### config.mk
export PLATFORM = sky130hd
export DESIGN_NAME = ctr_irq_hub
export DESIGN_NICKNAME = d
export VERILOG_FILES = /design/src/rtl/ctr_irq_hub.sv
export SDC_FILE = /design/constraint.sdc
export NUM_CORES = 1
export LEC_CHECK = 0
export ABC_AREA = 1
export BUFFER_PORTS_ARGS = -buffer_cell sky130_fd_sc_hd__buf_2
export CAP_MARGIN = 20
export CORE_ASPECT_RATIO = 0.8
export CORE_MARGIN = 2
export CORE_UTILIZATION = 40
export CTS_CLUSTER_DIAMETER = 40
export CTS_CLUSTER_SIZE = 14
export DETAILED_ROUTE_END_ITERATION = 8
export HOLD_SLACK_MARGIN = 0.02
export PLACE_DENSITY_LB_ADDON = 0.25
export SLEW_MARGIN = 0
export SYNTH_ARGS = -nofsm -noshare
export SYNTH_HDL_FRONTEND = slang
export SYNTH_SLANG_ARGS = --single-unit
### constraint.sdc
create_clock -name clk -period 1.9 [get_ports clk]
set_input_delay 0.19 -clock clk [delete_from_list [all_inputs] [get_ports clk]]
set_output_delay 0.19 -clock clk [all_outputs]
set_load 0.005 [all_outputs]
### src/rtl/ctr_irq_hub.sv
module ctr_irq_hub #(
  parameter int NCH = 8
) (
  input  logic       clk,
  input  logic       rst_n,
  input  logic [4:0] addr,
  input  logic       wr_en,
  input  logic [7:0] wdata,
  output logic [7:0] rdata,
  input  logic [7:0] ev_carry,
  input  logic [7:0] ev_borrow,
  input  logic [7:0] ev_compare,
  input  logic [7:0] ev_index,
  input  logic [7:0] idx_level,
  input  logic [7:0] cable_ok,
  output logic       irq,
  output logic       cnt_reset
);
  localparam logic [4:0] A_STAT  = 5'h10;
  localparam logic [4:0] A_OP    = 5'h11;
  localparam logic [4:0] A_EN    = 5'h12;
  localparam logic [4:0] A_LEVEL = 5'h16;
  localparam logic [4:0] A_CABLE = 5'h17;
  localparam logic [1:0] SEL_FLAG = 2'b10;

  logic [7:0] pend, en, sel, sel_q, cab_mask;
  logic       ie;
  logic       op_wr;

  assign op_wr = wr_en && (addr == A_OP);

  for (genvar i = 0; i < NCH; i++) begin : g_ch
    logic [1:0] fn;
    always_ff @(posedge clk or negedge rst_n)
      if (!rst_n) fn <= 2'd0;
      else if (wr_en && addr == 5'(2 * i + 1) && wdata[6:5] == SEL_FLAG) fn <= wdata[4:3];

    always_comb
      case (fn)
        2'd0:    sel[i] = ev_carry[i];
        2'd1:    sel[i] = ev_compare[i];
        2'd2:    sel[i] = ev_carry[i] | ev_borrow[i];
        default: sel[i] = ev_index[i];
      endcase
  end

  always_ff @(posedge clk or negedge rst_n)
    if (!rst_n) begin
      sel_q     <= '0;
      pend      <= '0;
      en        <= '0;
      ie        <= 1'b0;
      cnt_reset <= 1'b0;
      cab_mask  <= '1;
    end else begin
      sel_q <= sel;
      if (op_wr) pend <= '0;
      else       pend <= pend | (sel & ~sel_q & en);
      if (op_wr) begin
        cnt_reset <= wdata[0];
        ie        <= wdata[2];
      end
      if (wr_en && addr == A_EN)    en       <= wdata;
      if (wr_en && addr == A_CABLE) cab_mask <= wdata;
    end

  assign irq = ie && (pend != '0);

  always_comb
    case (addr)
      A_STAT:  rdata = pend;
      A_OP:    rdata = {5'd0, ie, 1'b0, cnt_reset};
      A_EN:    rdata = en;
      A_LEVEL: rdata = idx_level;
      A_CABLE: rdata = cab_mask | cable_ok;
      default: rdata = 8'h00;
    endcase
endmodule

==> summary.md, run 1 <==
| Metric | Value |
|---|---|
| Vias in the first global route | `about 2500` |
| Nets | `521` |
| Largest family of logic cells by synthesized area | `simple AND/OR/NAND/NOR gates` |
| CP Launch Type | `input pin` |
| DR iter-0 viols | `110` |
| Core Region | `6790 µm²` |
| Synth Area in Adders | `0` |
| CTS Sinks | `50` |
| Total track usage | `0.182` |
| Reg2Reg Depth | `5` |
| I/O pins | `74` |
| GRT met3 Usage | `0.0338` |
| Min-delay src | `wdata[2]` |
| M2 GR Usage | `0.305` |
| Max-cap violations | `0` |
| Logic pwr share | `0.184` |
| Hold WC Path Type | `input pin to flip-flop` |
| Peak Freq | `0.636 GHz` |
| CP arrival | `1.38 ns` |
| Antenna diodes | `0` |
| Final Max Slew Viols | `0` |
| Synth area leaders | `dfrtp_1 (38%), nand2_1 (15%), inv_1 (8.5%)` |
| Routed WL per cell | `11.9 µm` |
| Via Count | `approximately 2600` |
| Yosys cell types | `23` |
| Worst-Skew Late Latency | `0.29 ns` |
| Internal | `1.90 mW` |
| Num CTS Buffers | `5` |
| Grt ovf | `0` |
| Synth Area in XOR/XNOR | `0` |
| Part of the cycle the worst path needs | `0.827` |
| Mapped Cells | `approximately 380` |
| Fin cells | `545` |
| Remaining DRCs | `0` |
| Slew @ Worst Pin | `approximately 0.47 ns` |
| Synth Register Bits | `50` |
| Largest net degree at the start of global routing | `31` |
| HPWL after DPL | `between 5 and 6 mm` |
| Antenna Nets Post-Route | `0` |
| R2r endpoint | `pend[1]$_DFF_PN0_` |
| Clock Path Buffers | `2` |
| Grt peak-use layer | `met2` |
| Commonest non-fill, non-tap cell in the layout | `nand2_1` |
| Sequential power share | `0.523` |
| Peak VDD IR | `0.000390 V` |
| Sequential share of the synthesized area | `0.455` |
| Worst EP required | `approximately 1.7 ns` |
| Htree depth | `2` |
| Die H | `between 70 and 80 µm` |
| Clock-pin slew on the worst setup and hold paths | `~0.080 ns` |
| Leading cell types in the layout, fill and taps excluded | `nand2_1 (111), buf_2 (73), inv_1 (63)` |
| PwrDens | `780 nW/µm²` |
| Initial Util | `0.408` |
| Final setup fails | `0` |
| Hold Vio Cnt, Final | `0` |
| Mapped Area | `2770 µm²` |
| Psw | `733 µW` |
| Clock root buffer | `clkbuf_8` |
| Clk_skew | `0.00606 ns` |
| Hold_ws | `0.132 ns` |
| Global-route wire length before repair | `about 11 mm` |
| Critical Path Source | `addr[2]` |
| Crit path kind | `input pin to output port` |
| Leading area contributor after synthesis | `dfrtp_1` |
| Area of the die | `around 7600 µm²` |
| Cell leakage power | `1.80 nW` |
| Layout area overhead | `21.7%` |
| Crit-path max FO | `7` |
| Rows | `27` |
| Switching Fraction | `0.279` |
| Status | `finished, final reports clean` |
| PortBufs | `73` |
| GP Congestion | `0.856` |
| Setup crit end kind | `output port` |
| Post-Route WL | `6.50 mm` |
| Complex-gate fraction of the synthesized area | `0.0740` |
| Average size of a mapped cell | `7.34 µm²` |
| Initial DRT Pass Iterations | `4` |
| CTS tree | `built` |
| Synth top area share | `0.379` |
| Synth warn | `0` |
| DP Worst Slack | `0.331 ns` |
| Unrepaired setup endpoints after global routing | `no` |
| Post-Place Cells | `approximately 540` |
| Clock power frac | `0.292` |
| Reg2reg setup slack | `0.98 ns` |
| Post-Syn Nets | `about 440` |
| Final setup margin | `0.328 ns` |
| Post-layout util | `0.497` |
| Crit path capture | `rdata[4]` |
| Share of cells above drive strength 1 | `0.260` |
| Crit path time final | `1.57 ns` |
| Fraction of the mapped netlist area in simple logic gates | `0.365` |
| Post-synthesis mux area share | `0` |
| Die X | `97.1 µm` |
| Post-DR vias/cell | `4.69` |
| Setup TNS | `0 ns` |
| Met1 Use GR | `0.246` |
| Max-slew headroom | `0.684` |
| Worst r2r src | `g_ch[1].fn[1]$_DFFE_PN0P_` |
| Initial antenna violation count | `0` |
[power by group through the flow]
stage / logic, mW / registers, mW / clock network [mW]
4_1_cts: 0.491 / 1.38 / 0.780
6_report: 0.484 / 1.38 / 0.770
3_5_place_dp: 0.486 / 1.40 / 0
2_1_floorplan: 0.308 / 1.36 / 0
3_3_place_gp: 0.470 / 1.39 / 0
5_1_grt: 0.560 / 1.41 / 0.829
[kinds of logic after synthesis]
kind of cell,count (synthesis)
AO/OA/AOI/OAI,29
flip-flops,50
AND/OR/NAND/NOR,227
buffers and inverters,72
[per-stage QoR]
step           instance area (µm²)  total power, mW
3_3_place_gp                  3250             1.86
3_5_place_dp                  3250             1.88
6_report                      3370             2.63
4_1_cts                       3370             2.65
2_1_floorplan                 2770             1.67
5_1_grt                       3370             2.79
[cell type report]
| type | count | area [µm²] |
|---|---|---|
| Clock buffer | 7 | 86.3 |
| Inverter | 65 | 244 |
| Timing Repair Buffer | 79 | 425 |
| Multi-Input combinational cell | 256 | 1220 |
| Sequential cell | 50 | 1260 |
| Tap cell | 87 | 109 |
| Fill cell | 682 | 3420 |
| Clock inverter | 1 | 30.0 |
[Yosys cell counts, drive strengths merged]
| cell type | count |
|---|---|
| dfrtp | 42 |
| dfstp | 8 |
| nand2 | 113 |
| nor3 | 2 |
| or2 | 1 |
| buf | 7 |
| inv | 65 |
| and2 | 8 |
| a21oi | 9 |
| nor2 | 51 |
| nand3 | 32 |
| nand4 | 12 |
| o21ai | 20 |
| nand3b | 8 |
[registers in the layout (all words and copies together), names as in the netlist]
name	flops
en	8
ie	1
pend	8
sel_q	8
g_ch.fn	16
cnt_reset	1
cab_mask	8
[metal layers]
metal / part of all wire / vias to the layer above
met5: 0 / -
met4: 0.0097 / 0
met3: 0.054 / 10
met2: 0.46 / 63
met1: 0.47 / 1154
li1: - / 1329
[worst min path at each step]
stage,to,slack [ns],depth (start not counted)
finish,ie$_DFFE_PN0N_,0.13,3
global placement,g_ch[5].fn[1]$_DFFE_PN0P_,0.18,1
global route,cnt_reset$_DFFE_PN0N_,0.13,3
CTS,cnt_reset$_DFFE_PN0N_,0.13,3
floorplan,cnt_reset$_DFFE_PN0N_,-0.11,0
detailed placement,g_ch[4].fn[1]$_DFFE_PN0P_,0.18,1
[worst max-delay path, cell delays in order]
cell and delay [ns]:
buf_2 0.14, inv_1 0.05, nor2_1 0.25, nand3_1 0.34, nor2_1 0.17, nor2_1 0.06, nand2_1 0.07, buf_2 0.11
[repair_timing]
action	in CTS	in global routing
gates resized for setup	0	0
setup buffers	0	0
setup endpoints to repair	0	0
hold buffers	1	0
endpoints found under the hold margin	16	0
No activity file was read; power rests on OpenSTA's default activity.
==> run 2: changes to the inputs <==
- ABC_AREA: 1 -> 0
- clock period: 1.9 -> 1.25 ns (I/O delays scaled with it)
==> summary.md, run 2 <==
| Metric | Value |
|---|---|
| Fraction of the mapped netlist area in simple logic gates | `0.158 (-0.207)` |
| Most common cell in the netlist | `dfrtp_1` |
| Worst r2r src | `g_ch[7].fn[0]$_DFFE_PN0P_` |
| Clk_skew | `0.00739 ns (+0.00133 ns)` |
| DR iter-0 viols | `104 (-5.5%)` |
| Largest family of logic cells by synthesized area | `multiplexers` |
| Mapped Area | `2490 µm² (-10%)` |
| Critical Path Source | `pend[3]$_DFF_PN0_` |
| Die H | `74.6 µm (-5.0%)` |
| Share of cells above drive strength 1 | `0.599 (+0.339)` |
| Clock root buffer | `clkbuf_8` |
| PwrDens | `1190 nW/µm² (+52%)` |
| Antenna Nets Post-Route | `0 (unchanged)` |
| CTS tree | `built` |
| Sequential share of the synthesized area | `0.507 (+0.0519)` |
| Synth Register Bits | `50 (unchanged)` |
| Synth top area share | `0.422 (+0.0433)` |
| Crit-path max FO | `3 (-4)` |
| Cell leakage power | `1.68 nW (-6.6%)` |
| Initial Util | `0.417 (+0.00822)` |
| Grt ovf | `0 (unchanged)` |
| Complex-gate fraction of the synthesized area | `0.102 (+0.0276)` |
| Total design power | `4.21 mW (+60%)` |
| Peak VDD IR | `0.000538 V (+38%)` |
| Die X | `92.2 µm (-5.0%)` |
| Mapped Cells | `215 (-43%)` |
| Layout area overhead | `42.1%` |
| DP Worst Slack | `-0.205 ns (-0.536 ns)` |
| Initial DRT Pass Iterations | `4 (unchanged)` |
| Psw | `1.16 mW (+58%)` |
| Initial antenna violation count | `0 (unchanged)` |
| Hold Vio Cnt, Final | `0 (unchanged)` |
| Switching Fraction | `0.276 (-0.00231)` |
| Antenna diodes | `0 (unchanged)` |
| CP Launch Type | `flip-flop` |
| PortBufs | `73 (unchanged)` |
| Part of the cycle the worst path needs | `1.15` |
| Most flop-heavy register | `g_ch.fn` |
| Min-delay src | `wdata[1]` |
| Core Region | `5970 µm² (-12%)` |
| Synth area leaders | `dfrtp_1 (42%), mux2_2 (15%), dfstp_2 (8.4%)` |
| Crit path time final | `1.44 ns` |
| Unrepaired setup endpoints after global routing | `yes` |
| Routed WL per cell | `15.5 µm (+30%)` |
| Leading cell types in the layout, fill and taps excluded | `buf_2 (68), dfrtp_1 (40), mux2_2 (34)` |
| Violated checks | `negative setup slack` |
| Hold_ws | `0.0597 ns (-0.0726 ns)` |
| Leading area contributor after synthesis | `dfrtp_1` |
| Synth top cells by count | `dfrtp_1 (42), mux2_2 (34), inv_1 (20)` |
| Nets | `388 (-26%)` |
| Post-Route WL | `6.29 mm (-3.2%)` |
| Logic pwr share | `0.207 (+0.023)` |
| Total track usage | `0.189 (+0.00737)` |
| Clock Path Buffers | `2 (unchanged)` |
| HPWL after DPL | `4.68 mm (-9.3%)` |
| Internal | `3.04 mW (+60%)` |
| Final Max Slew Viols | `0 (unchanged)` |
| Final setup margin | `-0.192 ns (-0.520 ns)` |
| GP Congestion | `0.812 (-5.1%)` |
| CTS Sinks | `50 (unchanged)` |
| Commonest non-fill, non-tap cell in the layout | `buf_2` |
| Max FFs per register | `16 (unchanged)` |
| Crit path kind | `flip-flop to output port` |
| Setup crit end kind | `output port` |
| Post-synth EDFFs | `0 (unchanged)` |
| Synth warn | `0 (unchanged)` |
| Rows | `25 (-7.4%)` |
| CP arrival | `1.32 ns (-0.06 ns)` |
| Synth Area in Adders | `0 (unchanged)` |
| Via Count | `2069 (-19%)` |
| Remaining DRCs | `0 (unchanged)` |
| Worst EP required | `1.12 ns (-0.59 ns)` |
| Largest net degree at the start of global routing | `51 (+65%)` |
| I/O pins | `74 (unchanged)` |
| Ys flop type | `dfrtp_1` |
| Max-slew headroom | `0.734 (+0.0507)` |
| Post-synthesis mux area share | `0.186 (+0.186)` |
| Final setup fails | `1 (+1)` |
| Hold WC Path Type | `input pin to flip-flop` |
| Status | `finished with violations` |
| FFs w/ async S/R, synth | `1.00 (unchanged)` |
| Average size of a mapped cell | `11.6 µm² (+58%)` |
| Peak Freq | `0.693 GHz` |
| Vias in the first global route | `1985 (-19%)` |
| Max-cap violations | `0 (unchanged)` |
| Num CTS Buffers | `5 (unchanged)` |
| Synth Area in XOR/XNOR | `0 (unchanged)` |
| Area of the die | `6870 µm² (-9.8%)` |
| Post-DR vias/cell | `5.11 (+8.9%)` |
| Worst-Skew Late Latency | `0.30 ns (about the same)` |
| Clock power frac | `0.265 (-0.027)` |
| Post-Syn Nets | `279 (-37%)` |
| Htree depth | `2 (unchanged)` |
| Sequential power share | `0.529 (+0.006)` |
| Global-route wire length before repair | `9.94 mm (-11%)` |
| Yosys cell types | `35 (+52%)` |
| Slew @ Worst Pin | `0.395 ns (-0.0790 ns)` |
| Clock-pin slew on the worst setup and hold paths | `0.09 ns (about the same)` |
[run 2: cell types whose count changed after synthesis, moves of 16 or more]
cell / change
nor2_1: -32
nand3_1: -23
o21ai_2: -16
inv_1: -43
mux2_2: +34
nand2_1: -102
[run 2: logic make-up (layout without fill, tap and decap cells)]
family                 after synthesis  count (layout)
AOI/OAI and AO/OA                   37              37
buffers and inverters               26             135
DFF                                 50              50
and+or+nand+nor                     60              60
muxes                               42              42
[run 2: power by group through the flow]
stage / Clock, mW / Combinational [mW] / Sequential, mW
CTS: 1.14 / 0.742 / 2.19
finish: 1.11 / 0.870 / 2.22
global route: 1.20 / 0.963 / 2.26
floorplan: 0 / 0.404 / 2.12
global placement: 0 / 0.670 / 2.19
detailed placement: 0 / 0.688 / 2.19
[run 2: what timing repair did]
action | in CTS | in global routing
hold buffers | 1 | 0
setup endpoints to repair | 9 | 14
setup buffers | 2 | 9
gates cloned | 0 | 0
endpoints found under the hold margin | 42 | 0
resized for setup | 14 | 48
pin swaps | 6 | 15
[run 2: worst paths after layout]
| path | endpoint | cells after the start | slack (ns) |
|---|---|---|---|
| hold reg to reg | sel_q[1]$_DFF_PN0_ | 1 | 0.51 |
| min in group asynchronous | g_ch[5].fn[0]$_DFFE_PN0P_ | 3 | 0.33 |
| max in group asynchronous | cab_mask[0]$_DFFE_PN1P_ | 3 | 0.62 |
| setup / recovery | irq | 3 | -0.19 |
| hold / removal | en[1]$_DFFE_PN0P_ | 2 | 0.06 |
| setup reg to reg | pend[7]$_DFF_PN0_ | 4 | 0.04 |
[run 2: final cells by class]
type,instances,area [µm²]
inverter,20,75.1
tap,81,101
multi-input combinational,139,1270
clock buffer,5,68.8
fill,512,2440
timing repair buffer,108,716
clock inverter,2,38.8
sequential,50,1260
[run 2: routing by layer]
metal / GRT usage / routed length (µm) / vias up
li1: - / - / 1003
met1: 0.273 / 3040 / 1006
met2: 0.299 / 2900 / 58
met3: 0.0395 / 335 / 2
met4: 0.0398 / 21 / 0
met5: 0 / 0 / -
[run 2: critical path: stages, from the launching register on]
cell and delay (ns):
dfrtp_1 0.44, nor4_4 0.33, a21boi_1 0.11, buf_2 0.13
[run 2: metrics by stage]
stage / cell area (µm²) / TNS [ns] / std cells / utilization
2_1_floorplan: 2490 / 0 / 215 / -
3_3_place_gp: 3130 / -1.99 / 389 / 0.524
3_5_place_dp: 3130 / -2.67 / 389 / 0.524
4_1_cts: 3290 / -0.179 / 397 / 0.550
5_1_grt: 3540 / -0.481 / 405 / 0.592
6_report: 3540 / -0.192 / 405 / 0.592
==> run 3: changes to the inputs <==
- CTS_BUF_LIST: not set -> sky130_fd_sc_hd__clkbuf_2
- CTS_CLUSTER_SIZE: 14 -> 20
==> summary.md, run 3 (same netlist as run 2, synthesis figures left out) <==
| Metric | Value |
|---|---|
| Peak Freq | `0.621 GHz (-10%)` |
| Clock power frac | `0.208 (-0.057)` |
| Part of the cycle the worst path needs | `1.29 (+0.134)` |
| Crit path largest cell delay | `0.48 ns (+0.04 ns)` |
| Grt ovf | `0 (unchanged)` |
| Hold Vio Cnt, Final | `0 (unchanged)` |
| Setup crit end kind | `output port` |
| Critical Path Slowest Stage Cell | `dfrtp_1` |
| Violated checks | `negative setup slack` |
| Layout area overhead | `48.7%` |
| Hold Crit Endpoint | `sel_q[0]$_DFF_PN0_` |
| Internal | `2.88 mW (-5.2%)` |
| Post-Route WL | `6.79 mm (+7.9%)` |
| Final setup fails | `9 (+8)` |
| Crit path kind | `flip-flop to output port` |
| Hold WC Path Type | `input pin to flip-flop` |
| Buf/Inv on CP | `1 (unchanged)` |
| Final Max Slew Viols | `0 (unchanged)` |
| Sequential cell area | `1260 µm² (about the same)` |
| Max-slew headroom | `0.722 (-0.0128)` |
| Initial Util | `0.417 (unchanged)` |
| Psw | `1.17 mW (+0.92%)` |
| Total track usage | `0.201 (+0.0118)` |
| Commonest non-fill, non-tap cell in the layout | `buf_2` |
| CP Launch Type | `flip-flop` |
| Die X | `92.2 µm (unchanged)` |
| Core Region | `5970 µm² (unchanged)` |
| PwrDens | `1100 nW/µm² (-7.8%)` |
| Logic pwr share | `0.248 (+0.041)` |
| Clk_skew | `0.0222 ns (+0.0148 ns)` |
| Worst-Skew Late Latency | `0.43 ns (+0.13 ns)` |
| Reg2reg setup slack | `0.04 ns (about the same)` |
| DR iter-0 viols | `125 (+20%)` |
| Via Count | `2189 (+5.8%)` |
| Max FFs per register | `16 (unchanged)` |
| Initial DRT Pass Iterations | `5 (+1)` |
| Worst path top cell family by delay | `flip-flops` |
| Crit-path max FO | `2 (-1)` |
| Total design power | `4.06 mW (-3.5%)` |
| Crit path time final | `1.61 ns (+0.168 ns)` |
| Min-delay src | `ev_borrow[0]` |
| Area occupied by multi-input gates | `1220 µm² (-3.8%)` |
| Reg2Reg Depth | `4 (unchanged)` |
| Nets | `419 (+8.0%)` |
| Cell depth of the worst hold path | `3 (+1)` |
| Peak VDD IR | `0.000520 V (-3.2%)` |
| Unrepaired setup endpoints after global routing | `yes` |
| PortBufs | `73 (unchanged)` |
| R2r endpoint | `pend[7]$_DFF_PN0_` |
| Vias in the first global route | `2177 (+9.7%)` |
| Setup TNS | `-1.54 ns (-1.35 ns)` |
| CTS Sinks | `50 (unchanged)` |
| Post-DR vias/cell | `5.02 (-1.7%)` |
| Worst EP required | `1.12 ns (about the same)` |
| Global-route wire length before repair | `10.6 mm (+6.3%)` |
| Switching Fraction | `0.289 (+0.0127)` |
| Leading cell types in the layout, fill and taps excluded | `buf_2 (72), dfrtp_1 (41), mux2_2 (34), buf_4 (34), dlygate4sd3_1 (26)` |
| Clock root buffer | `clkbuf_2` |
| Clock-pin slew on the worst setup and hold paths | `0.26 ns (+0.17 ns)` |
| Worst r2r src | `g_ch[7].fn[0]$_DFFE_PN0P_` |
| Clock Path Buffers | `2 (unchanged)` |
| Final setup margin | `-0.360 ns (-0.168 ns)` |
| CP arrival | `1.49 ns (+0.17 ns)` |
| Rows | `25 (unchanged)` |
| Largest net degree at the start of global routing | `51 (unchanged)` |
| Sequential power share | `0.544 (+0.015)` |
| Num CTS Buffers | `5 (unchanged)` |
| Routed WL per cell | `15.6 µm (+0.25%)` |
| CP cell instances | `nor4_4, a21boi_1, buf_2` |
| Cell leakage power | `1.77 nW (+5.2%)` |
| Antenna diodes | `0 (unchanged)` |
| HPWL after DPL | `4.68 mm (unchanged)` |
| Remaining DRCs | `0 (unchanged)` |
| Most flop-heavy register | `g_ch.fn` |
| GP Congestion | `0.812 (unchanged)` |
| Slew @ Worst Pin | `0.414 ns (+0.0191 ns)` |
| Fillers | `505 (-1.4%)` |
| Area of the die | `6870 µm² (unchanged)` |
| Status | `finished with violations` |
| Share of cells above drive strength 1 | `0.544 (-0.0551)` |
| CTS tree | `built` |
| Initial antenna violation count | `0 (unchanged)` |
| Antenna Nets Post-Route | `0 (unchanged)` |
| Htree depth | `2 (unchanged)` |
| I/O pins | `74 (unchanged)` |
| Max-cap violations | `0 (unchanged)` |
| Die H | `74.6 µm (unchanged)` |
| Post-layout util | `0.619 (+0.0272)` |
## run 3: cell types whose count changed in the layout (fill, tap and decap cells not counted), sizes merged
cell         before  now
buf             107  113
dlygate4sd3       1   26
## run 3: routing by layer
| metal | vias up | GRT usage | routed length, µm |
|---|---|---|---|
| met1 | 1061 | 0.279 | 3320 |
| met3 | 5 | 0.0375 | 278 |
| met2 | 56 | 0.339 | 3160 |
| li1 | 1067 | - | - |
| met4 | 0 | 0.0348 | 31 |
| met5 | - | 0 | 0 |
## run 3: worst min-delay path: cells and delay by family
family	cells	cell delay [ns]
compound gates	1	0.17
buf+inv	1	0.07
mux	1	0.07
## run 3: cell type report
class                           instances  share of cell area
Sequential cell                        50               0.341
Timing Repair Buffer                  139               0.263
Clock inverter                          2              0.0105
Tap cell                               81              0.0274
Inverter                               20              0.0203
Clock buffer                            5             0.00676
Multi-Input combinational cell        139               0.331
## run 3: power groups by stage
stage	clock, mW	sequential [mW]	combinational [mW]
floorplan	0	2.12	0.404
global placement	0	2.19	0.670
detailed placement	0	2.19	0.688
CTS	0.858	2.18	0.872
global route	0.910	2.24	1.11
finish	0.845	2.21	1.01
## run 3: worst max-delay path by stage
stage / end / slack (ns) / startpoint / cells after the start
detailed placement: g_ch[4].fn[1]$_DFFE_PN0P_ / -0.20 / wdata[5] / 5
global route: irq / -0.43 / pend[3]$_DFF_PN0_ / 3
floorplan: cnt_reset$_DFFE_PN0N_ / 0.007 / addr[3] / 4
CTS: irq / -0.34 / pend[3]$_DFF_PN0_ / 3
global placement: g_ch[4].fn[0]$_DFFE_PN0P_ / -0.17 / wdata[5] / 5
finish: irq / -0.36 / pend[3]$_DFF_PN0_ / 3
## run 3: what timing repair did
action                     CTS  global route
pin swaps                    9             7
hold endpoints to repair    72             2
hold buffers                24             2
setup endpoints to repair    9            14
buffers inserted             6             9
resized for setup           11            24
## run 3: stage by stage
step,instances,instance area [µm²],setup WS [ns],hold WS [ns]
2_1_floorplan,215,2490,0.00675,-0.171
3_3_place_gp,389,3130,-0.171,0.136
3_5_place_dp,389,3130,-0.205,0.133
4_1_cts,426,3510,-0.344,0.0250
5_1_grt,436,3700,-0.433,0.0362
6_report,436,3700,-0.360,0.0456
